**config.mk**
```make
export PLATFORM = sky130hd
export DESIGN_NAME = spi_pot_decoder
export DESIGN_NICKNAME = d
export VERILOG_FILES = /design/src/rtl/spi_pot_pkg.sv /design/src/rtl/spi_pot_serial.sv /design/src/rtl/spi_pot_frame.sv /design/src/rtl/spi_pot_regs.sv /design/src/rtl/spi_pot_decoder.sv
export SDC_FILE = /design/constraint.sdc
export NUM_CORES = 1
export LEC_CHECK = 0
export BUFFER_PORTS_ARGS = -buffer_cell sky130_fd_sc_hd__buf_2
export CAP_MARGIN = 25
export CORE_ASPECT_RATIO = 1.5
export CORE_MARGIN = 4
export CORE_UTILIZATION = 57
export CTS_CLUSTER_DIAMETER = 100
export DETAILED_ROUTE_END_ITERATION = 10
export GPL_ROUTABILITY_DRIVEN = 0
export HOLD_SLACK_MARGIN = 0.08
export PLACE_DENSITY = 0.76
export SKIP_CTS_REPAIR_TIMING = 1
export SYNTH_ARGS = -nofsm -noshare
export SYNTH_HDL_FRONTEND = slang
export SYNTH_SLANG_ARGS = --single-unit
```
**constraint.sdc**
```tcl
create_clock -name clk -period 2.4 [get_ports clk]
set_clock_uncertainty 0.15 [all_clocks]
set_input_delay 0.48 -clock clk [delete_from_list [all_inputs] [get_ports clk]]
set_output_delay 0.48 -clock clk [all_outputs]
set_load 0.01 [all_outputs]
```
**src/rtl/spi_pot_pkg.sv**
```systemverilog
package spi_pot_pkg;
   localparam int BYTE_W      = 8;
   localparam int FIELD_W     = 2;
   localparam int N_REG       = (1 << FIELD_W) * (1 << FIELD_W);
   localparam int IDX_W       = 2 * FIELD_W;

   localparam logic [3:0] OP_RD_WIP  = 4'h9;
   localparam logic [3:0] OP_WR_WIP  = 4'hA;
   localparam logic [3:0] OP_RD_REG  = 4'hB;
   localparam logic [3:0] OP_WR_REG  = 4'hC;
   localparam logic [3:0] OP_REG2WIP = 4'hD;
   localparam logic [3:0] OP_WIP2REG = 4'hE;

   typedef enum logic [2:0] {
      FR_ADDR, FR_CMD, FR_READ, FR_WRITE, FR_SKIP
   } frame_st_e;
endpackage

```
**src/rtl/spi_pot_serial.sv**
```systemverilog
module spi_pot_serial #(
   parameter int SYNC_STAGES = 2
) (
   input  logic       clk,
   input  logic       rst_n,
   input  logic       sclk,
   input  logic       cs_n,
   input  logic       mosi,
   input  logic       tx_load,
   input  logic [7:0] tx_byte,
   input  logic       tx_shift_en,
   output logic       cs_act,
   output logic       rx_done,
   output logic [7:0] rx_byte,
   output logic       sclk_fall,
   output logic       miso_bit
);
   localparam int TOP = SYNC_STAGES - 1;

   logic [SYNC_STAGES-1:0][2:0] stg;   // {cs_n, sclk, mosi}
   logic       sclk_d;
   logic [6:0] rx_sh;
   logic [2:0] bit_cnt;
   logic [7:0] tx_sh;
   logic       sclk_s, mosi_s, sclk_rise;

   always_ff @(posedge clk or negedge rst_n) begin
      if (!rst_n) begin
         stg    <= {SYNC_STAGES{3'b100}};
         sclk_d <= 1'b0;
      end else begin
         stg    <= {stg[SYNC_STAGES-2:0], {cs_n, sclk, mosi}};
         sclk_d <= sclk_s;
      end
   end

   assign cs_act    = ~stg[TOP][2];
   assign sclk_s    = stg[TOP][1];
   assign mosi_s    = stg[TOP][0];
   assign sclk_rise = sclk_s & ~sclk_d;
   assign sclk_fall = ~sclk_s & sclk_d;
   assign rx_done   = cs_act & sclk_rise & (bit_cnt == 3'd7);
   assign rx_byte   = {rx_sh, mosi_s};
   assign miso_bit  = tx_sh[7];

   always_ff @(posedge clk or negedge rst_n) begin
      if (!rst_n) begin
         rx_sh   <= '0;
         bit_cnt <= '0;
      end else if (!cs_act) begin
         rx_sh   <= '0;
         bit_cnt <= '0;
      end else if (sclk_rise) begin
         rx_sh   <= {rx_sh[5:0], mosi_s};
         bit_cnt <= bit_cnt + 3'd1;
      end
   end

   always_ff @(posedge clk or negedge rst_n) begin
      if (!rst_n)
         tx_sh <= '0;
      else if (tx_load)
         tx_sh <= tx_byte;
      else if (sclk_fall && tx_shift_en && bit_cnt != 3'd0)
         tx_sh <= {tx_sh[6:0], 1'b0};
   end
endmodule

```
**src/rtl/spi_pot_frame.sv**
```systemverilog
module spi_pot_frame
   import spi_pot_pkg::*;
#(
   parameter logic [3:0] DEV_TYPE = 4'b0101
) (
   input  logic             clk,
   input  logic             rst_n,
   input  logic             cs_act,
   input  logic             rx_done,
   input  logic [7:0]       rx_byte,
   input  logic [1:0]       strap_addr,
   input  logic [7:0]       reg_q,
   input  logic [7:0]       wiper_q,
   output logic [IDX_W-1:0] rd_idx,
   output logic             rd_phase,
   output logic             tx_load,
   output logic [7:0]       tx_byte,
   output logic             reg_we,
   output logic             wip_we,
   output logic [IDX_W-1:0] wr_idx,
   output logic [7:0]       wr_data
);
   frame_st_e        st, st_nx;
   logic             to_wip_q, to_wip_nx;
   logic [IDX_W-1:0] idx_q, idx_nx;
   logic             addr_ok, bank0;
   logic [3:0]       op;

   assign op      = rx_byte[7:4];
   assign rd_idx  = {rx_byte[1:0], rx_byte[3:2]};
   assign bank0   = (rx_byte[1:0] == 2'b00);
   assign addr_ok = (rx_byte[7:4] == DEV_TYPE) && (rx_byte[3:2] == 2'b00)
                    && (rx_byte[1:0] == strap_addr);
   assign rd_phase = (st == FR_READ);

   always_comb begin
      st_nx     = st;
      to_wip_nx = to_wip_q;
      idx_nx    = idx_q;
      tx_load   = 1'b0;
      tx_byte   = reg_q;
      reg_we    = 1'b0;
      wip_we    = 1'b0;
      wr_idx    = idx_q;
      wr_data   = rx_byte;
      if (rx_done) begin
         unique case (st)
            FR_ADDR: st_nx = addr_ok ? FR_CMD : FR_SKIP;
            FR_CMD: begin
               st_nx  = FR_SKIP;
               idx_nx = rd_idx;
               wr_idx = rd_idx;
               case (op)
                  OP_RD_WIP: begin st_nx = FR_READ; tx_load = 1'b1; tx_byte = wiper_q; end
                  OP_RD_REG: begin st_nx = FR_READ; tx_load = 1'b1; end
                  OP_WR_WIP: begin st_nx = FR_WRITE; to_wip_nx = 1'b1; end
                  OP_WR_REG: begin st_nx = FR_WRITE; to_wip_nx = 1'b0; end
                  OP_REG2WIP: begin wip_we = bank0; wr_data = reg_q; end
                  OP_WIP2REG: begin reg_we = bank0; wr_data = wiper_q; end
                  default: ;
               endcase
            end
            FR_WRITE: begin
               st_nx  = FR_SKIP;
               wip_we = to_wip_q;
               reg_we = ~to_wip_q;
            end
            FR_READ:  st_nx = FR_SKIP;
            default:  st_nx = FR_SKIP;
         endcase
      end
   end

   always_ff @(posedge clk or negedge rst_n) begin
      if (!rst_n) begin
         st       <= FR_ADDR;
         to_wip_q <= 1'b0;
         idx_q    <= '0;
      end else if (!cs_act) begin
         st       <= FR_ADDR;
      end else begin
         st       <= st_nx;
         to_wip_q <= to_wip_nx;
         idx_q    <= idx_nx;
      end
   end
endmodule

```
**src/rtl/spi_pot_regs.sv**
```systemverilog
module spi_pot_regs
   import spi_pot_pkg::*;
(
   input  logic             clk,
   input  logic             rst_n,
   input  logic             reg_we,
   input  logic             wip_we,
   input  logic [IDX_W-1:0] wr_idx,
   input  logic [7:0]       wr_data,
   input  logic [IDX_W-1:0] rd_idx,
   output logic [7:0]       rd_data,
   output logic [7:0]       wiper
);
   logic [7:0] bank_mem [N_REG];

   always_ff @(posedge clk or negedge rst_n) begin
      if (!rst_n) begin
         for (int i = 0; i < N_REG; i++) bank_mem[i] <= '0;
         wiper <= '0;
      end else begin
         if (reg_we) bank_mem[wr_idx] <= wr_data;
         if (wip_we) wiper <= wr_data;
      end
   end

   assign rd_data = bank_mem[rd_idx];
endmodule

```
**src/rtl/spi_pot_decoder.sv**
```systemverilog
module spi_pot_decoder
   import spi_pot_pkg::*;
#(
   parameter logic [3:0] DEV_TYPE    = 4'b0101,
   parameter int         SYNC_STAGES = 2
) (
   input  logic       clk,
   input  logic       rst_n,
   input  logic       sclk,
   input  logic       cs_n,
   input  logic       mosi,
   input  logic [1:0] strap_addr,
   output logic       miso,
   output logic       miso_oe,
   output logic [7:0] wiper
);
   if (SYNC_STAGES < 2) begin : g_bad_sync
      $error("SYNC_STAGES must be at least 2");
   end
   if (BYTE_W != 8) begin : g_bad_byte
      $error("byte framing assumes 8-bit bytes");
   end

   logic             cs_act, rx_done, sclk_fall, miso_bit;
   logic [7:0]       rx_byte, tx_byte, reg_q, wr_data;
   logic             tx_load, rd_phase, reg_we, wip_we;
   logic [IDX_W-1:0] rd_idx, wr_idx;

   spi_pot_serial #(.SYNC_STAGES(SYNC_STAGES)) u_serial (
      .clk(clk), .rst_n(rst_n), .sclk(sclk), .cs_n(cs_n), .mosi(mosi),
      .tx_load(tx_load), .tx_byte(tx_byte), .tx_shift_en(rd_phase),
      .cs_act(cs_act), .rx_done(rx_done), .rx_byte(rx_byte),
      .sclk_fall(sclk_fall), .miso_bit(miso_bit)
   );

   spi_pot_frame #(.DEV_TYPE(DEV_TYPE)) u_frame (
      .clk(clk), .rst_n(rst_n), .cs_act(cs_act), .rx_done(rx_done),
      .rx_byte(rx_byte), .strap_addr(strap_addr), .reg_q(reg_q),
      .wiper_q(wiper), .rd_idx(rd_idx), .rd_phase(rd_phase),
      .tx_load(tx_load), .tx_byte(tx_byte), .reg_we(reg_we),
      .wip_we(wip_we), .wr_idx(wr_idx), .wr_data(wr_data)
   );

   spi_pot_regs u_regs (
      .clk(clk), .rst_n(rst_n), .reg_we(reg_we), .wip_we(wip_we),
      .wr_idx(wr_idx), .wr_data(wr_data), .rd_idx(rd_idx),
      .rd_data(reg_q), .wiper(wiper)
   );

   assign miso_oe = rd_phase;
   assign miso    = rd_phase & miso_bit;
endmodule

```
## Word-level counts from Yosys, hierarchy flattened

Cells that the tools add are included.
W data, S select, Z words.

- Memories: 0
- Flip-flop bits (word level): 169
- Memory bits (read-only): 0
- Bits in latches: 0
- Input port bits: 7
- Output and inout bits: 10
- Memory bits (writable): 0

- Reduce and logical (&&, ||, !) cells: 16
- Add/sub/neg operators: 1
- Multiplexer cells: 35
- Bitwise operators: 11
- $mul: 0
- Div/mod/pow operators: 0
- Eq/ne operators: 12
- Magnitude comparators: 3
- Shift-type cells: 0

Operator list:

| operator | count |
|---|---|
| $bwmux W128 | 1 |
| $mux W8 | 10 |
| $bmux W8 S4 | 1 |
| $demux W8 S4 | 1 |
| $eq A4 B4 Y1 const B | 6 |
| $pmux W8 S2 | 1 |
| $mux W3 | 5 |
| $mux W7 | 2 |
| $pmux W3 S2 | 2 |
| $ge A5 B5 Y1 const B | 2 |
| $not A4 Y5 | 2 |
| $mux W4 | 2 |
| $reduce_bool A2 Y1 | 4 |
| $mux W1 | 7 |
| $eq A3 B2 Y1 const B | 2 |
| $pmux W1 S2 | 3 |
| $and A1 B1 Y1 | 5 |
| $logic_and A1 B1 Y1 | 5 |
| $lt A5 B1 Y1 const B | 1 |
| $eq A4 B3 Y1 const B | 1 |
| $logic_not A2 Y1 | 2 |
| $not A1 Y1 | 4 |
| $reduce_and A4 Y1 | 1 |
| $reduce_or A2 Y1 | 2 |
| 6 further kinds | 6 |

## Longest topological paths before layout

Gate-level depths: netlist of the first run.

- Depth in word-level cells: 11
- Mapped depth: 11

## Cells and area by module

Synthesis of the first run repeated with hierarchy kept, for this count alone.

- Cells, all modules: 595
- Area, all modules: 8095.3 µm²

By module, submodules not included:

| module | cells each | sequential area each (µm²) | area an instance (µm²) | instances |
|---|---|---|---|---|
| spi_pot_regs | 381 | 3403.3 | 6092.1 | 1 |
| spi_pot_serial | 106 | 628.1 | 1067.3 | 1 |
| spi_pot_frame | 107 | 200.2 | 929.6 | 1 |
| spi_pot_decoder | 1 | 0.0 | 6.3 | 1 |

## Least setup slack after synthesis of the first run

No wires, ideal clock.

- Path type: reg2reg
- Start: reg u_serial.bit_cnt[0]
- End: reg u_regs.bank_mem[119] (netlist name)
- Path slack: -266 ps
- Setup time: 128 ps
- Stages on the path, launching flop included: 11
- Data arrival time: 2389 ps
- Path buffers: 3
- Clock period less this slack: 2666 ps
- Path through: dfrtp_1 -> ha_1 -> ha_1 -> nand4bb_1 -> buf_2 -> or2_1 -> buf_6 -> buf_12 -> mux2i_4 -> nand3_4 -> mux2_1

- Word-level cells in the longest chain between the ends: 9
- Elaborated cells on any way between the ends: 12
- Those cells by class: order compare: 2; eq/ne: 1; mux: 6; bitwise: 2; reduce/logical: 1

Ends and longest elaborated chain:

| element | RTL line | text |
|---|---|---|
| start, declared | spi_pot_serial.sv:23 | `logic [2:0] bit_cnt;` |
| start signal, assigned | spi_pot_serial.sv:55 | `bit_cnt <= bit_cnt + 3'd1;` |
| $eq A3 B3 Y1 * | spi_pot_serial.sv:42 | `assign rx_done = cs_act & sclk_rise & (bit_cnt == 3'd7);` |
| $and A1 B1 Y1 * | spi_pot_serial.sv:42 |  |
| $mux W4 | n/a |  |
| $not A4 Y5 (implied by the code) | spi_pot_regs.sv:21 | `if (reg_we) bank_mem[wr_idx] <= wr_data;` |
| $ge A5 B5 Y1 (implied by the code) / $lt A5 B1 Y1 (equally long branches) | spi_pot_regs.sv:21 |  |
| $logic_and A1 B1 Y1 (implied by the code) | spi_pot_regs.sv:21 |  |
| $mux W8 (implied by the code) | spi_pot_regs.sv:21 |  |
| $demux W8 S4 | spi_pot_regs.sv:21 |  |
| $bwmux W128 | spi_pot_regs.sv:21 |  |
| end signal, assigned by index | spi_pot_regs.sv:21 |  |
| end, declared | spi_pot_regs.sv:14 | `logic [7:0] bank_mem [N_REG];` |

Every way passes the cells marked *; elsewhere a longest branch is shown, timed or not.
A chain may end at the register's enable or synchronous reset.

## Final worst setup path of the first run

- Start: reg u_serial.bit_cnt[1]
- End: reg u_regs.bank_mem[126] (netlist name)

Same word-level chain as after synthesis.

==> flow_summary_export.csv, run 1 <==
group,metric,value,unit
timing,worst_pin_slew,0.6969,ns
timing,fmax,386.8,MHz
flow_run,cap_viol_max_count,0,
route,drc,0,
hold_path,worst_hold_path_type,"flop to flop",
floorplanning,start_util,0.5845,
global_route,grt_pass1_wl,33250,um
critical_path,path_max_fanout,13,
clock_tree,numCtsBuffers,17,
floorplanning,die_h,157.8,um
finish,antennaDiodeCount,0,
synth,ys_ff_latch,169,
clock_tree,path_clk_slew,0.07,ns
synth,synth_cell_types,55,
critical_path,crit_path_end_kind,"flop",
synth,synth_top_area_frac,0.4899,
synth,yosysSeqAreaShare,0.4960,
critical_path,crit_chain,"ha_2 -> ha_4 -> nand4bb_4 -> or2_4 -> buf_12 -> mux2_4 -> nand3_4 -> mux2_2",
placement,numPortBuffers,16,
clock_tree,clk_latency,0.43,ns
synth,synth_fp_nets,628,
timing,fin_crit,2.585,ns
route,first_pass_iters,5,
critical_path,cp-endpoint,"u_regs.bank_mem[126]",
critical_path,r2r-start,"u_serial.bit_cnt[1]",
timing,period_share,1.077,
critical_path,cpPeakStageDelay,0.38,ns
critical_path,path_class,"flop to flop",
route,wl,21560,um
floorplanning,num_rows,54,
clock_tree,tritoncts,"built",
critical_path,setup.worst_path.start_class,"flop",
placement,dp_hpwl,13860,um
floorplanning,pin_count,17,
global_route,grt_max_degree,69,
floorplanning,fp.coreArea,0.01459,mm^2
route,ant_nets,0,
route,dr_total_vias,5712,
global_route,grt_use_total,0.2575,
global_route,overflow,0,
synth,synthTopCellsByArea,"dfrtp_1, mux2_1, mux2_2, mux2i_1, mux4_2",
timing,finalSetupViolations,133,
clock_tree,clock-sinks,169,
global_route,grt_pass1_vias,5966,
floorplanning,die-area,0.01703,mm^2
clock_tree,htree_levels,4,
synth,syn_area,0.008531,mm^2
timing,finalHoldViolCount,0,
synth,synth_edf_count,0,
finish,area.growth.synth_to_final,25.61,%
finish,layout.nets,721,
synth,async_reset_ff_frac,1.000,
run_status,violations,"negative setup slack",
critical_path,reg2reg_depth,8,
timing,fin_ws,-0.1853,ns
floorplanning,die_w,107.9,um
power_and_ir_drop,powerDensity,559.1,mW/mm^2
route,drtIter0Drc,435,
clock_tree,cts_root_buf,"clkbuf_16",
global_route,antenna_found_initial,0,
clock_tree,clockBufferDepth,2,
finish,final_layout_size_suffix_gt1_frac,0.4738,
critical_path,critical_path_required,2.56,ns
power_and_ir_drop,ir_drop,409.7,uV
synth,synth_top_area_cell,"dfrtp_1",
critical_path,cp_slowest_cell,"mux2_2",
critical_path,r2r_slack,-0.19,ns
synth,synthCells,618,
synth,yosysWarnings,0,
power_and_ir_drop,p_leak,5.115,nW
timing,relSlewSlack,0.5345,
critical_path,crit_start,"u_serial.bit_cnt[1]",
run_status,status,"finished, violations left",
timing,drv_slew,0,
route,vias_per_cell,6.209,
timing,fin_setup_tns,-16.15,ns
critical_path,worstReg2RegEnd,"u_regs.bank_mem[126]",
route,post_drt_wl_per_cell,23.43,um
synth,synthFlopType,"dfrtp_1",
synth,synth.avg_cell_area,13.80,um^2
critical_path,cp.arrival,2.75,ns
timing,whs,0.2090,ns
timing,rsz0062_at_grt,"yes",
[state kept, by name, indices dropped and copies added, names as in the netlist]
register,count
u_frame.to_wip_q,1
u_frame.st,3
u_frame.idx_q,4
u_regs.bank_mem,128
u_serial.rx_byte,1
u_serial.sclk_d,1
u_serial.sclk_s,1
u_serial.tx_sh,8
u_regs.wiper,8
u_serial.stg,4
u_serial.bit_cnt,3
u_serial.rx_sh,7
[worst min-delay path by stage]
stage / cells past startpoint / end / slack, ns / startpoint
floorplan: 0 / u_frame.idx_q[0] / 0.03 / rst_n
global placement: 0 / u_serial.sclk_s / 0.19 / u_serial.stg[1]
detailed placement: 0 / u_serial.rx_byte[0] / 0.19 / u_serial.stg[0]
CTS: 1 / u_serial.sclk_s / -0.20 / rst_n
global route: 0 / u_serial.stg[5] / 0.21 / u_serial.stg[2]
finish: 0 / u_serial.stg[5] / 0.21 / u_serial.stg[2]
[worst max-delay path, delay by kind of cell, from the launching register on]
kind	cells	cell delay, ns
fa+ha+maj	2	0.34
buf+inv	1	0.16
flops	1	0.36
mux	2	0.75
simple gates	3	0.68
[stage by stage]
stage                 util  power (mW)  setup slack (ns)  std cells  area [um^2]
global route        0.7342       6.164           -0.2389        920        10720
CTS                 0.7038       6.008           -0.6828        903        10270
floorplan                -       3.002           -0.1485        618         8770
finish              0.7342       5.991           -0.1853        920        10720
global placement    0.6620       3.140           -0.4064        871         9661
detailed placement  0.6620       3.148           -0.5120        871         9661
[logic make-up (layout without fill, tap and decap cells)]
group                      count (synthesis)  after routing  share of synthesized area
DFF                                      169            169                     0.4960
AOI/OAI and AO/OA                         75             75                    0.06938
adders and majority gates                  3              3                   0.004401
xor gates and xnor gates                   5              5                   0.005134
and+or+nand+nor                          115            115                    0.09548
buffers and inverters                     44            150                    0.03007
muxes                                    207            207                     0.2995
[report_power, final]
group	internal, mW	leakage (nW)	total, mW	switching (mW)
Sequential	2.86	2.34	2.87	0.00950
Combinational	0.0936	2.49	0.244	0.150
Clock	1.66	0.290	2.88	1.22
[cells in the mapped netlist, types with 2 or more instances]
cell	instances
inv_1	6
nand2b_1	11
ha_1	3
a21o_1	2
nand3_4	16
mux2i_4	6
a21boi_0	5
and3_1	2
buf_2	12
nor2b_1	3
nor2_1	12
a22oi_2	4
nand3_1	2
nand2_1	35
a22o_1	3
mux2i_1	46
mux2_1	83
o31ai_1	2
o311ai_0	4
a21boi_1	4
dfstp_2	2
nor3_1	11
a22oi_1	17
nand4b_1	3
nor3b_1	3
clkbuf_1	12
xor2_1	2
o31ai_4	3
mux4_2	17
buf_4	4
and2_1	2
buf_1	3
o31ai_2	2
dfrtp_1	167
buf_6	6
a21oi_1	16
o21ai_0	6
mux2_2	49
or4_4	2
xnor2_1	3
nand3b_1	3
a211oi_1	5
mux2_4	6
nor4_1	2
[final cells by class]
type                            instances  area (um^2)
Timing Repair Buffer                  112         1105
Inverter                                6        22.52
Clock buffer                           18        429.2
Multi-Input combinational cell        405         4497
Fill cell                             846         3879
Tap cell                              196        245.2
Sequential cell                       169         4235
Clock inverter                         14        181.4
[cell usage in the layout, fill, tap and decap left out, types with 4 or more instances in the layout]
cell type      count
dfrtp_1          164
mux2_4            93
buf_4             65
mux2i_1           44
nand2_1           35
mux2_2            35
buf_12            22
mux4_2            17
clkbuf_16         17
nand3_4           16
a21oi_1           16
buf_2             16
a22oi_1           15
nor2_1            12
nand2b_1          11
nor3_1            10
mux2_1            10
inv_1              6
mux2i_4            6
a22oi_2            6
a21boi_1           6
o31ai_4            5
inv_6              5
buf_6              5
o311ai_0           4
dlygate4sd3_1      4
[metal layers]
layer / up-vias / track usage / part of all wire
met4: 0 / 0.1005 / 0.034
li1: 2476 / - / -
met1: 3005 / 0.3157 / 0.41
met5: - / 0 / 0
met2: 176 / 0.4511 / 0.52
met3: 55 / 0.04610 / 0.036
(Power assumes the default switching activity.)
==> run 2, diff against run 1 <==
- CORE_UTILIZATION: 57 -> 45
- PLACE_DENSITY: 0.76 -> default
==> run 2 against run 1 <==
Against the previous run:
- the run still ends with negative setup slack left
- setup slack about the same
- global-route usage decreased by 5.3 points
- count of clock-buffer cells in the layout increased by 3
- via count decreased by 6.0%
- register-to-register slack about the same
- final area decreased by 0.46%
- utilization decreased by 16 points
- critical path type unchanged
- largest power group is now sequential cells
- highest routed layer unchanged
==> flow_summary_export.csv, run 2 (same netlist as run 1, synthesis figures left out) <==
group,metric,value,unit
critical_path,cp.buffers_inverters,2,
finish,antennaDiodeCount,0,
power_and_ir_drop,power.share.switching,0.2257,
finish,layout_commonest_cell,"dfrtp_1",
floorplanning,pin_count,17,
power_and_ir_drop,p_leak,5.049,nW
global_route,use_met2,0.3749,
timing,worst_pin_slew,0.7306,ns
clock_tree,htree_levels,4,
timing,finalSetupViolations,136,
route,post_drt_wl_per_cell,21.16,um
finish,final_cell_mix,"dfrtp_1, mux2_4, buf_4",
critical_path,critical-path-top-delay-family,"simple AND/OR/NAND/NOR gates",
placement,numPortBuffers,16,
flow_run,cap_viol_max_count,0,
clock_tree,cts_root_buf,"clkbuf_16",
route,drc,0,
critical_path,cpPeakStageDelay,0.59,ns
hold_path,worst_hold_path_type,"flop to flop",
run_status,status,"finished, violations left",
critical_path,crit_start,"u_serial.bit_cnt[1]",
timing,finalHoldViolCount,0,
global_route,grt_max_degree,51,
route,vias_per_cell,5.466,
finish,largest_reg_flops,128,
timing,drv_slew,0,
timing,fin_crit,2.585,ns
critical_path,path_max_fanout,8,
clock_tree,numCtsBuffers,17,
floorplanning,fp.coreArea,0.01862,mm^2
clock_tree,clk_latency,0.42,ns
global_route,grt_use_met1,0.2460,
placement,dp_hpwl,14670,um
power_and_ir_drop,power_frac_seq,0.499,
timing,period_share,1.077,
timing,relSlewSlack,0.5119,
placement,place_ws,-0.4602,ns
global_route,overflow,0,
critical_path,cp-endpoint,"u_regs.bank_mem[24]",
critical_path,crit_chain,"ha_2 -> ha_4 -> nand4bb_4 -> or4_4 -> a22oi_2 -> o31ai_4 -> buf_6 -> buf_6 -> mux2_4",
global_route,antenna_found_initial,0,
timing,fmax,386.8,MHz
critical_path,setup.worst_path.start_class,"flop",
global_route,grt_use_total,0.2041,
finish,layout.nets,728,
route,ant_nets,0,
clock_tree,clockBufferDepth,2,
global_route,grt_pass1_vias,5852,
clock_tree,clock-sinks,169,
power_and_ir_drop,powerDensity,538.1,mW/mm^2
critical_path,r2r-start,"u_serial.bit_cnt[1]",
critical_path,path_class,"flop to flop",
floorplanning,die_w,120.4,um
floorplanning,start_util,0.4581,
timing,fin_ws,-0.1855,ns
power_and_ir_drop,power.switching,1.296,mW
critical_path,path_depth,9,
critical_path,worstReg2RegEnd,"u_regs.bank_mem[24]",
critical_path,cp_slowest_cell,"or4_4",
critical_path,reg2reg_depth,9,
critical_path,crit_path_end_kind,"flop",
timing,rsz0062_at_grt,"yes",
route,dr_total_vias,5368,
run_status,violations,"negative setup slack",
power_and_ir_drop,clkPwrFrac,0.457,
finish,final_layout_size_suffix_gt1_frac,0.4534,
power_and_ir_drop,comb_power_share,0.044,
critical_path,cpMostUsedCell,"buf_6",
route,first_pass_iters,4,
power_and_ir_drop,p_int,4.444,mW
global_route,met3_usage,0.03422,
critical_path,cp.arrival,2.74,ns
critical_path,r2r_slack,-0.19,ns
global_route,grt_pass1_wl,33140,um
route,drtIter0Drc,255,
critical_path,critical_path_required,2.56,ns
clock_tree,tritoncts,"built",
clock_tree,path_clk_slew,0.07,ns
floorplanning,die_h,176.6,um
route,wl,20780,um
finish,largest-register,"u_regs.bank_mem",
finish,reg.largest.list,"u_regs.bank_mem: 128 flops, u_regs.wiper: 8 flops, u_serial.tx_sh: 8 flops",
floorplanning,num_rows,61,
finish,area.growth.synth_to_final,25.04,%
floorplanning,die-area,0.02127,mm^2
timing,whs,0.1997,ns
global_route,top_usage_layer,"met2",
power_and_ir_drop,ir_drop,446.0,uV
[run 2: power by group through the flow]
stage | Combinational (mW) | Sequential, mW | Clock (mW)
detailed placement | 0.242 | 2.92 | 0
global route | 0.282 | 2.86 | 2.78
CTS | 0.243 | 2.87 | 2.68
floorplan | 0.0851 | 2.92 | 0
global placement | 0.234 | 2.92 | 0
finish | 0.253 | 2.87 | 2.62
[run 2: cell type report]
type                            count  area [um^2]
Multi-Input combinational cell    405         4388
Clock buffer                       21        460.4
Fill cell                        1519         7956
Inverter                            6        22.52
Clock inverter                     10        93.84
Sequential cell                   169         4234
Timing Repair Buffer              119         1152
Tap cell                          252        315.3
[run 2: worst min path at each step]
stage                    startpoint                   to  slack, ns  depth (start not counted)
finish              u_serial.stg[1]      u_serial.sclk_s       0.20                          0
global route        u_serial.stg[1]      u_serial.sclk_s       0.21                          0
CTS                           rst_n  u_serial.bit_cnt[1]      -0.19                          1
detailed placement  u_serial.stg[0]  u_serial.rx_byte[0]       0.19                          0
global placement    u_serial.stg[1]      u_serial.sclk_s       0.19                          0
floorplan                     rst_n     u_frame.idx_q[0]       0.03                          0
[run 2: metrics by stage]
stage / area [um^2] / cells / total power [mW] / TNS (ns) / util
2_1_floorplan: 8770 / 618 / 3.002 / -16.35 / -
3_3_place_gp: 9836 / 941 / 3.152 / -37.50 / 0.5282
3_5_place_dp: 9836 / 941 / 3.160 / -49.65 / 0.5282
4_1_cts: 10390 / 972 / 5.787 / -51.06 / 0.5579
5_1_grt: 10670 / 982 / 5.926 / -26.43 / 0.5728
6_report: 10670 / 982 / 5.740 / -16.45 / 0.5728
[run 2: metal layers]
metal	share of wire	vias to the layer above
li1	-	2483
met1	0.42	2798
met2	0.54	67
met3	0.024	20
met4	0.015	0
met5	0	-
==> run 3, diff against run 2 <==
- SYNTH_HIERARCHICAL: default -> 1
==> run 3 against run 2 <==
Against the previous run:
- the flow still finishes with violations (negative setup slack)
- clock power grew 2%
- count of clock-buffer cells in the layout shrank 3
- power grew 0.70%
- non-clock buffer count grew 37
- setup slack lost 0.26 ns
- utilization grew 7.8 points
- critical path type unchanged
- largest cell class unchanged
==> flow_summary_export.csv, run 3 <==
group,metric,value,unit
global_route,grt_use_total,0.2072,
clock_tree,clock-sinks,169,
critical_path,path_max_fanout,8,
finish,regArea,0.004233,mm^2
critical_path,critical_path_required,2.56,ns
critical_path,cpPeakStageDelay,0.49,ns
global_route,grt_pass1_vias,5752,
clock_tree,numCtsBuffers,17,
critical_path,cpMostUsedCell,"buf_6",
timing,worst_pin_slew,0.5147,ns
clock_tree,htree_levels,4,
power_and_ir_drop,power,5.780,mW
synth,synthCells,594,
floorplanning,fp.coreArea,0.01750,mm^2
timing,finalSetupViolations,143,
floorplanning,die_h,172.2,um
finish,layout_commonest_cell,"dfrtp_1",
finish,multi_input_comb_area,0.004657,mm^2
clock_tree,path_clk_slew,0.07,ns
run_status,violations,"negative setup slack",
power_and_ir_drop,ir_drop,431.5,uV
critical_path,cp_slowest_cell,"mux4_2",
timing,fin_ws,-0.4408,ns
synth,syn_area,0.008088,mm^2
timing,fmax,352.0,MHz
critical_path,cp.arrival,3.00,ns
timing,finalHoldViolCount,0,
clock_tree,cts_root_buf,"clkbuf_16",
placement,place_ws,-0.4126,ns
critical_path,path_class,"flop to flop",
timing,period_share,1.184,
finish,reg.largest.list,"u_regs/bank_mem: 128 flops, u_regs/wiper: 8 flops, u_serial/tx_sh: 8 flops",
floorplanning,die_w,117.5,um
hold_path,worst_hold_path_type,"flop to flop",
finish,n_fill_cell,1202,
global_route,grt_max_degree,77,
finish,final_layout_size_suffix_gt1_frac,0.6089,
timing,whs,0.1970,ns
timing,relSlewSlack,0.6561,
route,first_pass_iters,5,
finish,final_cell_mix,"dfrtp_1, mux2_4, buf_4",
critical_path,crit_chain,"buf_6 -> buf_6 -> mux4_2 -> a22oi_2 -> nand2_2 -> nor4bb_4 -> o21ai_2 -> a32o_2 -> mux2_2",
clock_tree,clk_latency,0.43,ns
flow_run,cap_viol_max_count,0,
power_and_ir_drop,p_leak,5.235,nW
finish,layout.nets,742,
route,wl,23550,um
route,drtIter0Drc,372,
timing,rsz0062_at_grt,"yes",
synth,synth.avg_cell_area,13.62,um^2
global_route,antenna_found_initial,0,
route,vias_per_cell,6.036,
floorplanning,die-area,0.02023,mm^2
global_route,overflow,0,
finish,area.growth.synth_to_final,40.83,%
synth,synth_fp_nets,604,
power_and_ir_drop,powerDensity,507.5,mW/mm^2
critical_path,setup.worst_path.start_class,"flop",
clock_tree,clockBufferDepth,2,
finish,antennaDiodeCount,0,
placement,numPortBuffers,16,
floorplanning,num_rows,59,
route,drc,0,
route,dr_total_vias,5776,
clock_tree,tritoncts,"built",
run_status,status,"finished, violations left",
finish,largest_reg_flops,128,
floorplanning,start_util,0.4623,
placement,dp_hpwl,13860,um
route,post_drt_wl_per_cell,24.60,um
synth,yosysWarnings,6,
critical_path,crit_path_end_kind,"flop",
finish,largest-register,"u_regs/bank_mem",
global_route,grt_pass1_wl,32530,um
route,ant_nets,0,
timing,fin_crit,2.841,ns
floorplanning,pin_count,17,
timing,drv_slew,0,
run 3: critical path: cells and delay by family, from the launching register on:
kind,cells,cell delay [ns]
muxes,2,0.78
DFF,1,0.42
buffers and inverters,2,0.22
and+or+nand+nor,2,0.46
AOI/OAI and AO/OA,3,0.68
run 3: metal layers:
layer / vias up / part of all wire / track usage
met1: 3091 / 0.41 / 0.2554
met3: 50 / 0.031 / 0.03403
li1: 2493 / - / -
met4: 0 / 0.030 / 0.06327
met2: 142 / 0.52 / 0.3771
met5: - / 0 / 0
run 3: layout make-up:
class,count,area share
inverters,7,0.002307
clock buffers,18,0.03768
multi-input cells,381,0.4089
clock inverters,13,0.01208
repair buffers,156,0.1440
flip-flops and latches,169,0.3716
well taps,213,0.02340
run 3: worst paths after layout:
check                                   from                   end  slack, ns  depth (start not counted)
max                        u_serial/rx_sh[1]   u_regs/bank_mem[39]      -0.44                          9
min                          u_serial/stg[0]   u_serial/rx_byte[0]       0.20                          0
max reg2reg                u_serial/rx_sh[1]   u_regs/bank_mem[39]      -0.44                          9
min reg2reg                  u_serial/stg[0]   u_serial/rx_byte[0]       0.20                          0
max in group asynchronous              rst_n  u_regs/bank_mem[122]       0.89                          3
min in group asynchronous              rst_n   u_regs/bank_mem[40]       0.42                          2
run 3: stage by stage:
| stage | util | setup TNS (ns) | area [um^2] | std cells |
|---|---|---|---|---|
| 6_report | 0.6510 | -42.96 | 11390 | 957 |
| 5_1_grt | 0.6510 | -49.06 | 11390 | 957 |
| 4_1_cts | 0.5775 | -50.19 | 10100 | 909 |
| 3_5_place_dp | 0.5451 | -47.42 | 9537 | 878 |
| 3_3_place_gp | 0.5451 | -39.99 | 9537 | 878 |
| 2_1_floorplan | - | -27.11 | 8547 | 594 |
run 3: power breakdown:
group          leakage, nW  switching (mW)  internal (mW)
Sequential            2.34         0.00904           2.86
Clock                0.265            1.22           1.46
Combinational         2.63           0.140         0.0957
